### src/rtl/cfg_stream_trim.sv
module cfg_stream_trim #(
  parameter int         HDR_START = 15,
  parameter int         FIELDS    = 4,
  parameter int         FIELD_GAP = 3,
  parameter int         PRE_LEN   = 4,
  parameter logic [7:0] PRE_BYTE  = 8'hFF,
  parameter int         OFFW      = 32
) (
  input  logic            clk,
  input  logic            rst_n,
  input  logic [7:0]      in_data,
  input  logic            in_valid,
  input  logic            in_last,
  output logic            in_ready,
  output logic [7:0]      out_data,
  output logic            out_valid,
  output logic            out_last,
  input  logic            out_ready,
  output logic [OFFW-1:0] start_offset,
  output logic            start_valid,
  output logic            no_preamble
);
  localparam int FCW  = $clog2(FIELDS + 1);
  localparam int RUNW = $clog2(PRE_LEN + 1);
  localparam int SKW  = ($clog2(HDR_START + 1) > 10) ? $clog2(HDR_START + 1) : 10;

  typedef enum logic [1:0] {HDR, SCAN, EMIT, PASS} st_t;

  st_t            st;
  logic [SKW-1:0] skip_left;
  logic [FCW-1:0] fields;
  logic [RUNW-1:0] run;
  logic [RUNW-1:0] emit_left;
  logic           last_pend;
  logic [OFFW-1:0] byte_idx;

  wire take  = in_valid && in_ready;
  wire pop   = out_valid && out_ready;
  wire is_pre = in_data == PRE_BYTE;
  wire hit   = is_pre && (run == RUNW'(PRE_LEN - 1));

  assign in_ready  = (st == HDR || st == SCAN) ? 1'b1 : (st == PASS) ? out_ready : 1'b0;
  assign out_valid = (st == EMIT) || (st == PASS && in_valid);
  assign out_data  = (st == PASS) ? in_data : PRE_BYTE;
  assign out_last  = (st == PASS) ? in_last : (last_pend && emit_left == RUNW'(1));

  always_ff @(posedge clk) begin
    if (!rst_n) begin
      st           <= HDR;
      skip_left    <= SKW'(HDR_START);
      fields       <= '0;
      run          <= '0;
      emit_left    <= '0;
      last_pend    <= 1'b0;
      byte_idx     <= '0;
      start_offset <= '0;
      start_valid  <= 1'b0;
      no_preamble  <= 1'b0;
    end else begin
      case (st)
        HDR: if (take) begin
          byte_idx <= byte_idx + 1'b1;
          if (byte_idx == '0) begin
            start_valid <= 1'b0;
            no_preamble <= 1'b0;
          end
          if (skip_left != '0) begin
            skip_left <= skip_left - 1'b1;
            if (skip_left == SKW'(1) && fields == FCW'(FIELDS)) begin
              st  <= SCAN;
              run <= '0;
            end
          end else begin
            skip_left <= SKW'(in_data) + SKW'(FIELD_GAP - 1);
            fields    <= fields + 1'b1;
          end
          if (in_last) begin
            no_preamble <= 1'b1;
            st          <= HDR;
            skip_left   <= SKW'(HDR_START);
            fields      <= '0;
            byte_idx    <= '0;
          end
        end
        SCAN: if (take) begin
          byte_idx <= byte_idx + 1'b1;
          if (hit) begin
            start_offset <= byte_idx - OFFW'(PRE_LEN - 1);
            start_valid  <= 1'b1;
            emit_left    <= RUNW'(PRE_LEN);
            last_pend    <= in_last;
            st           <= EMIT;
          end else begin
            run <= is_pre ? run + 1'b1 : '0;
            if (in_last) begin
              no_preamble <= 1'b1;
              st          <= HDR;
              skip_left   <= SKW'(HDR_START);
              fields      <= '0;
              byte_idx    <= '0;
            end
          end
        end
        EMIT: if (pop) begin
          emit_left <= emit_left - 1'b1;
          if (emit_left == RUNW'(1)) begin
            st        <= last_pend ? HDR : PASS;
            skip_left <= SKW'(HDR_START);
            fields    <= '0;
            byte_idx  <= '0;
          end
        end
        PASS: if (pop && in_last) st <= HDR;
        default: st <= HDR;
      endcase
    end
  end


  hold_stall_chk: assert property (@(posedge clk) disable iff (!rst_n)
    out_valid && !out_ready |=> out_valid && $stable(out_data) && $stable(out_last));


  first_pre_out_chk: assert property (@(posedge clk) disable iff (!rst_n)
    $rose(start_valid) |-> out_valid && out_data == PRE_BYTE);


  flag_excl_chk: assert property (@(posedge clk) disable iff (!rst_n)
    !(start_valid && no_preamble));


  err_silent_chk: assert property (@(posedge clk) disable iff (!rst_n)
    $rose(no_preamble) |-> !out_valid);


  last_then_idle_chk: assert property (@(posedge clk) disable iff (!rst_n)
    out_valid && out_ready && out_last |=> !out_valid);
endmodule

### config.mk
export PLATFORM = sky130hd
export DESIGN_NAME = cfg_stream_trim
export DESIGN_NICKNAME = d
export VERILOG_FILES = /design/src/rtl/cfg_stream_trim.sv
export SDC_FILE = /design/constraint.sdc
export NUM_CORES = 1
export LEC_CHECK = 0
export BUFFER_PORTS_ARGS = -buffer_cell sky130_fd_sc_hd__buf_2
export CORE_ASPECT_RATIO = 0.75
export CORE_UTILIZATION = 59
export CTS_CLUSTER_DIAMETER = 200
export CTS_CLUSTER_SIZE = 28
export DETAILED_ROUTE_END_ITERATION = 6
export PLACE_DENSITY_LB_ADDON = 0.05
export SYNTH_ARGS = -nofsm -noshare
export SYNTH_HDL_FRONTEND = slang
export SYNTH_SLANG_ARGS = --single-unit
### constraint.sdc
create_clock -name clk -period 2.5 [get_ports clk]
set_input_delay 0.375 -clock clk [delete_from_list [all_inputs] [get_ports clk]]
set_output_delay 0.375 -clock clk [all_outputs]
set_load 0.02 [all_outputs]
==> results of run 1 <==
-- worst register-to-register path, stage by stage, from the launching register on --
cell and delay, ps:
dfxtp_1 560, nand4_1 250, or4_1 780, nor4b_1 410, xnor2_1 160, nor2_1 60
-- metal layers --
layer / part of all wire [%] / global-route usage, % / up-vias
li1: - / - / 2434
met1: 46 / 46.0 / 2401
met2: 43 / 47.7 / 241
met3: 9.8 / 7.46 / 27
met4: 1.6 / 9.60 / 0
met5: 0 / 0 / -
-- final timing paths --
kind | start | end | slack (ps)
max | byte_idx[5]$_SDFFE_PN0P_ | byte_idx[28]$_SDFFE_PN0P_ | 170
min | in_last | last_pend$_SDFFE_PN0P_ | 400
max reg2reg | byte_idx[5]$_SDFFE_PN0P_ | byte_idx[28]$_SDFFE_PN0P_ | 170
min reg2reg | run[2]$_SDFFE_PN0P_ | run[2]$_SDFFE_PN0P_ | 460
-- cells by family (layout without fill, tap and decap cells) --
group	after synthesis	count (layout)	synth area share [%]
adders and majority gates	15	15	3.68
buffers and inverters	68	126	5.69
AOI/OAI and AO/OA	138	138	17.2
xor gates and xnor gates	47	47	8.08
and+or+nand+nor	270	270	28.0
muxes	14	14	2.75
DFF	88	88	34.6
-- registers in the layout, summed over array words and instances, names as in the netlist, 2 cells and up --
name          cells
emit_left         3
byte_idx         32
skip_left        10
fields            3
run               3
st                2
start_offset     32
-- synthesized netlist by cell type (3+ instances only) --
cell / count / area share [%]
o22ai_1: 5 / 0.61
nand3b_1: 3 / 0.44
a31oi_1: 9 / 1.1
clkbuf_1: 36 / 2.7
nor4_1: 16 / 2.0
ha_1: 15 / 3.7
and3_1: 7 / 0.86
nor2_1: 74 / 5.4
xnor2_1: 32 / 5.5
inv_1: 22 / 1.6
o41ai_1: 3 / 0.52
nor3b_1: 3 / 0.44
o21ai_0: 41 / 4.0
nor3_1: 28 / 2.7
nand2_1: 37 / 2.7
o31ai_1: 6 / 0.88
a21oi_1: 31 / 3.0
o2111ai_1: 3 / 0.52
nand2b_1: 11 / 1.4
dfxtp_1: 88 / 35
or4_1: 7 / 1.0
or2_2: 3 / 0.37
a311oi_1: 3 / 0.52
and4_1: 4 / 0.69
nor4b_1: 3 / 0.52
mux2i_1: 14 / 2.7
buf_1: 3 / 0.22
xor2_1: 15 / 2.6
a211oi_1: 17 / 2.5
nand3_1: 21 / 2.1
nand4_1: 24 / 2.9
or3_1: 15 / 1.8
-- area by class of cell --
type,instances,share of cell area (%)
Multi-Input combinational cell,484,52.0
Inverter,22,1.40
Tap cell,105,2.23
Clock buffer,10,4.06
Timing Repair Buffer,89,9.36
Clock inverter,5,0.958
Sequential cell,88,30.0
-- repair_timing --
action,4_1_cts,5_1_grt
buffers inserted,0,4
endpoints found under the setup margin,0,12
resized for setup,0,3
-- through the flow --
stage | setup WS [ps] | hold slack, ps | cells | area (um2)
global route | 3.55 | 398 | 803 | 5880
floorplan | 277 | 438 | 640 | 5100
detailed placement | 81.8 | 459 | 784 | 5550
CTS | 51.7 | 389 | 799 | 5840
finish | 166 | 403 | 803 | 5880
global placement | 216 | 446 | 784 | 5550
-- power groups by stage --
stage                     combinational (mW)  sequential [mW]  clock [mW]
after floorplan                        0.142             1.45           0
after global placement                 0.233             1.45           0
after detailed placement               0.239             1.45           0
after CTS                              0.241             1.42        1.36
after global routing                   0.267             1.42        1.42
final                                  0.250             1.42        1.36
==> results.py, run 1 <==
metrics = {
    "run_status": {
        "status": "complete, no violations",
    },
    "worst_setup_path": {
        "worstPathMaxFanout": 11,
        "critPathTopFamily": "simple AND/OR/NAND/NOR gates",
        "crit_cells": 5,
        "required_ps": 2730,
        "critPathKind": "reg2reg",
        "critPathLaunchType": "register",
        "reg2reg_depth": 5,
        "max_stage_delay_ps": 780,
        "path_buf_inv": 0,
        "crit_chain": "nand4_1 -> or4_1 -> nor4b_1 -> xnor2_1 -> nor2_1",
        "critPathArrivalTime_ps": 2570,
        "setup.worst_path.end_class": "register",
        "crit_path_top_delay_cell": "or4_1",
    },
    "final_layout": {
        "fillers": 689,
        "area_growth_pct": 15.3,
        "layout_common_cells": "dfxtp_1, nor2_1, buf_2",
        "antenna_cells": 0,
        "fin_util_pct": 72.3,
        "multi_input_area_mm2": 0.00306,
        "seqCellArea_mm2": 0.00176,
        "final_common_cell": "dfxtp_1",
        "drive_gt1_share_pct": 17.3,
        "finalNetCount": 722,
    },
    "floorplan": {
        "die_w_um": 109,
        "rows": 28,
        "io_pins": 58,
        "initial_core_util_pct": 62.7,
        "design.core.area_mm2": 0.00813,
        "die-height_um": 82.5,
        "die-area_mm2": 0.00902,
    },
    "worst_hold_path": {
        "hold_path_class": "in2reg",
        "holdPathStages": 3,
    },
    "routing": {
        "wl_mm": 14.1,
        "viasPerCell": 6.35,
        "drc": 0,
        "dr.pass1.iters": 5,
        "wl_per_cell_um": 17.6,
        "drt_iter0_markers": 499,
        "num_vias": 5103,
        "ant_nets": 0,
    },
    "synthesis": {
        "yosysWarnings": 0,
        "syn_area_per_cell_um2": 7.96,
        "synth-seq-cells": 88,
        "syn_nets": 668,
        "yosysSeqAreaShare_pct": 34.6,
        "synth_async_sr_flop_share_pct": 0,
        "synth_edf_count": 0,
        "syn_area_mm2": 0.00510,
        "syn_inst": 640,
        "yosysUniqueCellTypes": 66,
        "ys.flop_type": "dfxtp_1",
    },
    "grt": {
        "overflow": 0,
        "grt_usage_pct": 32.1,
        "grt_start_max_net_pins": 43,
        "first_global_vias": 4405,
        "grt_first_pass_wirelength_mm": 22.2,
        "antenna_found_initial": 0,
    },
    "placed_design": {
        "hpwlAfterDp_mm": 10.1,
        "gp_congestion": 0.946,
        "port_buffers": 57,
    },
    "sta": {
        "finalSetupViolCount": 0,
        "worstMarginPinSlew_ps": 839,
        "finalCritPeriodShare_pct": 93.4,
        "hold_violations": 0,
        "skew_ps": 5.90,
        "period_needed_ps": 2330,
        "rsz0062_at_grt": "false",
        "slew_viol_final": 0,
        "finalSetupTns_ps": 0,
        "relSlewSlack_pct": 43.5,
        "fmax_ghz": 0.428,
    },
    "cts": {
        "clk_root_buffer_cell": "clkbuf_16",
        "cts_made_buffers": 9,
        "clk_pin_slew_ps": 60,
        "htreeDepth": 3,
        "clock_path_buffers": 2,
        "ctsHoldBuffers": 0,
        "cts.sinks": 88,
        "clk_latency_ps": 340,
        "cts_tree": "built",
    },
    "pwr": {
        "pwr-share-clk_pct": 44.8,
        "netSwitchingPower_mw": 0.733,
        "seqPwrFrac_pct": 46.9,
        "power.internal_mw": 2.29,
        "vdd_drop_max_v": 0.000495,
        "p_comb_share_pct": 8.3,
        "fin_total_pwr_mw": 3.02,
        "p_leak_nw": 2.37,
        "swShare_pct": 24.2,
        "power_density_mw_per_mm2": 514,
    },
    "job": {
        "drv_cap": 0,
    },
}
(Power assumes the default switching activity.)
==> run 2, diff against run 1 <==
- CORE_UTILIZATION: 59 -> 25
- SKIP_CTS_REPAIR_TIMING: default -> 1
==> results.py, run 2 (synthesis results as in run 1) <==
metrics = {
    "run_status": {
        "status": "complete, no violations",
    },
    "sta": {
        "finalSetupTns_ps": 0,
        "finalCritPeriodShare_pct": 94.7,
        "slew_viol_final": 0,
        "hold_violations": 0,
        "relSlewSlack_pct": 54.4,
        "skew_ps": 10.1,
        "worstMarginPinSlew_ps": 677,
        "holdWs_ps": 328,
        "rsz0062_at_grt": "false",
        "period_needed_ps": 2370,
        "setup_ws_ps": 133,
        "fmax_ghz": 0.423,
        "finalSetupViolCount": 0,
    },
    "cts": {
        "clk_root_buffer_cell": "clkbuf_16",
        "cts_tree": "built",
        "cts_made_buffers": 9,
        "clk_latency_ps": 350,
        "clock_path_buffers": 2,
        "cts.sinks": 88,
        "htreeDepth": 3,
        "clk_pin_slew_ps": 70,
    },
    "grt": {
        "antenna_found_initial": 1,
        "overflow": 0,
        "grt_first_pass_wirelength_mm": 26.8,
        "grt_start_max_net_pins": 36,
        "first_global_vias": 4541,
        "grt_usage_pct": 16.6,
    },
    "worst_setup_path": {
        "critPathKind": "reg2reg",
        "critPathArrivalTime_ps": 2650,
        "required_ps": 2780,
        "setup.worst_path.end_class": "register",
        "crit_chain": "inv_1 -> ha_1 -> o21bai_1 -> o2111a_1 -> nand3_1 -> or4b_2 -> a21oi_1",
        "max_stage_delay_ps": 630,
        "worstPathMaxFanout": 8,
        "crit_path_top_delay_cell": "or4b_2",
        "critPathLaunchType": "register",
    },
    "floorplan": {
        "die-height_um": 126,
        "die_w_um": 167,
        "design.core.area_mm2": 0.0197,
        "io_pins": 58,
        "initial_core_util_pct": 25.9,
        "die-area_mm2": 0.0210,
        "rows": 44,
    },
    "routing": {
        "ant_nets": 0,
        "met3WireLength_um": 744,
        "drt-met1-wl_mm": 9.36,
        "num_vias": 4916,
        "drc": 0,
        "drt_iter0_markers": 364,
        "wl_mm": 16.9,
        "highest_layer": "met4",
        "dr.pass1.iters": 5,
        "wl_met2_mm": 6.63,
        "viasPerCell": 5.10,
        "wl_per_cell_um": 17.5,
    },
    "final_layout": {
        "finalNetCount": 734,
        "largestRegisters": "byte_idx: 32 flops, start_offset: 32 flops, skip_left: 10 flops",
        "drive_gt1_share_pct": 18.7,
        "multi_input_area_mm2": 0.00306,
        "fin_util_pct": 31.4,
        "fin_area_mm2": 0.00617,
        "layout_common_cells": "dfxtp_1, nor2_1, buf_2",
        "final-instance-count-excl-fill": 964,
        "final_common_cell": "dfxtp_1",
        "antenna_cells": 0,
        "seqCellArea_mm2": 0.00176,
        "area_growth_pct": 21.1,
        "fillers": 2080,
    },
    "job": {
        "drv_cap": 0,
    },
    "placed_design": {
        "gp_congestion": 0.786,
        "dp_slack_ps": 146,
        "port_buffers": 57,
        "placed_area_mm2": 0.00584,
        "dpl.cell_count": 947,
        "hpwlAfterDp_mm": 12.7,
    },
    "pwr": {
        "seqPwrFrac_pct": 45.0,
        "netSwitchingPower_mw": 0.812,
        "swShare_pct": 25.8,
        "p_leak_nw": 2.43,
        "power.internal_mw": 2.34,
        "fin_total_pwr_mw": 3.15,
        "pwr-share-clk_pct": 46.4,
        "vdd_drop_max_v": 0.000249,
        "power_density_mw_per_mm2": 511,
        "p_comb_share_pct": 8.6,
    },
    "worst_hold_path": {
        "hold_path_class": "in2reg",
    },
}
-- run 2: final cells by class --
cell class,instances,area share (%)
Clock buffer,11,4.09
Inverter,22,1.34
Tap cell,253,5.13
Timing Repair Buffer,101,10.4
Multi-Input combinational cell,484,49.5
Clock inverter,5,1.03
Sequential cell,88,28.5
-- run 2: metal layers --
metal	track usage (%)	vias up
met3	3.52	10
met5	0	-
met2	22.2	110
met4	3.59	0
li1	-	2465
met1	26.2	2331
-- run 2: worst paths after layout --
path / start / end / slack, ps / cells after the start
hold reg to reg: run[1]$_SDFFE_PN0P_ / run[1]$_SDFFE_PN0P_ / 470 / 2
setup reg to reg: st[1]$_SDFFE_PN0P_ / byte_idx[13]$_SDFFE_PN0P_ / 130 / 7
setup / recovery: st[1]$_SDFFE_PN0P_ / byte_idx[13]$_SDFFE_PN0P_ / 130 / 7
hold / removal: rst_n / skip_left[0]$_SDFFE_PN1P_ / 330 / 2
-- run 2: power by group through the flow --
stage          logic [mW]  registers (mW)  clock network (mW)
3_3_place_gp        0.270            1.45                   0
4_1_cts             0.271            1.42                1.52
3_5_place_dp        0.270            1.45                   0
2_1_floorplan       0.142            1.45                   0
5_1_grt             0.298            1.42                1.57
6_report            0.271            1.42                1.46
-- run 2: critical path: cells and delay by family (launching register included) --
kind,cells,cell delay (ps)
buffers and inverters,1,70
and+or+nand+nor,2,760
adders and majority gates,1,260
AOI/OAI and AO/OA,3,830
DFF,1,370
==> run 3, diff against run 2 <==
- CORE_UTILIZATION: 25 -> 55
==> results.py, run 3 (synthesis results as in run 1) <==
metrics = {
    "floorplan": {
        "design.core.area_mm2": 0.00901,
        "io_pins": 58,
        "initial_core_util_pct": 56.6,
        "die-area_mm2": 0.00966,
        "rows": 30,
        "die_w_um": 113,
        "die-height_um": 85.4,
    },
    "routing": {
        "ant_nets": 0,
        "num_vias": 5085,
        "wl_per_cell_um": 17.6,
        "drc": 0,
        "viasPerCell": 6.29,
        "wl_mm": 14.2,
        "dr.pass1.iters": 5,
        "drt_iter0_markers": 453,
    },
    "grt": {
        "grt_first_pass_wirelength_mm": 23.1,
        "first_global_vias": 4505,
        "antenna_found_initial": 0,
        "grt_usage_pct": 30.3,
        "grt_start_max_net_pins": 41,
        "overflow": 0,
    },
    "worst_setup_path": {
        "critPathLaunch": "st[0]$_SDFFE_PN0P_",
        "reg2reg_depth": 7,
        "critPathArrivalTime_ps": 2650,
        "crit_path_top_delay_cell": "or4b_2",
        "r2r_end": "byte_idx[13]$_SDFFE_PN0P_",
        "ff2ff_setup_slack_ps": 120,
        "worstPathMaxFanout": 11,
        "crit_cells": 7,
        "required_ps": 2770,
        "crit_chain": "inv_1 -> ha_1 -> o21bai_2 -> o2111a_2 -> nand3_1 -> or4b_2 -> a21oi_1",
        "critPathTopFamily": "simple AND/OR/NAND/NOR gates",
        "crit_path_end": "byte_idx[13]$_SDFFE_PN0P_",
        "max_stage_delay_ps": 630,
        "setup.worst_path.end_class": "register",
        "critPathKind": "reg2reg",
        "path_buf_inv": 1,
        "worstReg2RegStart": "st[0]$_SDFFE_PN0P_",
        "critPathLaunchType": "register",
    },
    "sta": {
        "finalCritPeriodShare_pct": 95.4,
        "finalSetupTns_ps": 0,
        "worstMarginPinSlew_ps": 661,
        "fmax_ghz": 0.419,
        "finalSetupViolCount": 0,
        "holdWs_ps": 397,
        "slew_viol_final": 0,
        "relSlewSlack_pct": 55.9,
        "period_needed_ps": 2380,
        "hold_violations": 0,
        "skew_ps": 7.75,
    },
    "placed_design": {
        "port_buffers": 57,
        "dpl.cell_count": 793,
        "hpwlAfterDp_mm": 10.3,
        "placed_area_mm2": 0.00557,
        "gp_congestion": 0.908,
    },
    "cts": {
        "clock_path_buffers": 2,
        "clk_pin_slew_ps": 60,
        "cts_made_buffers": 9,
        "clk_root_buffer_cell": "clkbuf_16",
        "cts.sinks": 88,
        "clk_latency_ps": 350,
        "cts_tree": "built",
        "htreeDepth": 3,
    },
    "final_layout": {
        "finalNetCount": 721,
        "largestRegisters": "byte_idx: 32 flops, start_offset: 32 flops, skip_left: 10 flops",
        "antenna_cells": 0,
        "area_growth_pct": 15.8,
        "fillers": 790,
        "fin_area_mm2": 0.00590,
        "drive_gt1_share_pct": 17.1,
        "final_common_cell": "dfxtp_1",
        "layout_common_cells": "dfxtp_1, nor2_1, buf_2",
        "final-instance-count-excl-fill": 809,
    },
    "pwr": {
        "vdd_drop_max_v": 0.000426,
        "power_density_mw_per_mm2": 531,
        "p_leak_nw": 2.38,
        "fin_total_pwr_mw": 3.13,
    },
    "run_status": {
        "status": "complete, no violations",
    },
    "worst_hold_path": {
        "hold_path_class": "in2reg",
    },
    "job": {
        "drv_cap": 0,
    },
}
run 3: worst reg2reg max path, delay by kind of cell, from the launching register on:
family | cells | cell delay, ps
simple gates | 2 | 750
compound gates | 3 | 730
flops | 1 | 400
fa+ha+maj | 1 | 340
buf+inv | 1 | 90
run 3: worst min-delay path by stage:
| stage | depth (start not counted) | startpoint | endpoint | slack (ps) |
|---|---|---|---|---|
| 2_1_floorplan | 2 | run[2]$_SDFFE_PN0P_ | run[2]$_SDFFE_PN0P_ | 440 |
| 3_3_place_gp | 2 | run[2]$_SDFFE_PN0P_ | run[2]$_SDFFE_PN0P_ | 450 |
| 3_5_place_dp | 2 | start_valid$_SDFFE_PN0P_ | start_valid$_SDFFE_PN0P_ | 480 |
| 4_1_cts | 3 | in_last | last_pend$_SDFFE_PN0P_ | 390 |
| 5_1_grt | 3 | in_last | last_pend$_SDFFE_PN0P_ | 440 |
| 6_report | 3 | in_last | last_pend$_SDFFE_PN0P_ | 400 |
run 3: stage by stage:
step | util (%) | worst slack (ps)
global route | 65.5 | -2.53
floorplan | - | 277
detailed placement | 61.8 | 57.9
global placement | 61.8 | 183
CTS | 65.4 | -18.9
finish | 65.5 | 116
run 3: layout make-up:
type / instances / area (um2) / share of cell area (%)
Multi-Input combinational cell: 484 / 3050 / 51.7
Sequential cell: 88 / 1760 / 29.8
Timing Repair Buffer: 88 / 543 / 9.20
Clock buffer: 10 / 239 / 4.05
Tap cell: 112 / 140 / 2.37
Inverter: 22 / 82.6 / 1.40
Clock inverter: 5 / 81.3 / 1.38
run 3: power breakdown:
part           internal, mW  switching (mW)  total, mW
Clock                 0.897           0.565       1.46
Combinational        0.0861           0.169      0.255
Sequential             1.41         0.00788       1.42
run 3: metal layers:
metal	GRT usage, %	part of all wire, %	up-vias	routed length, um
met5	0	0	-	0
met4	6.46	0.91	0	129
met3	5.36	7.3	20	1040
met2	45.2	43	202	6060
met1	45.4	49	2433	7000
li1	-	-	2430	-
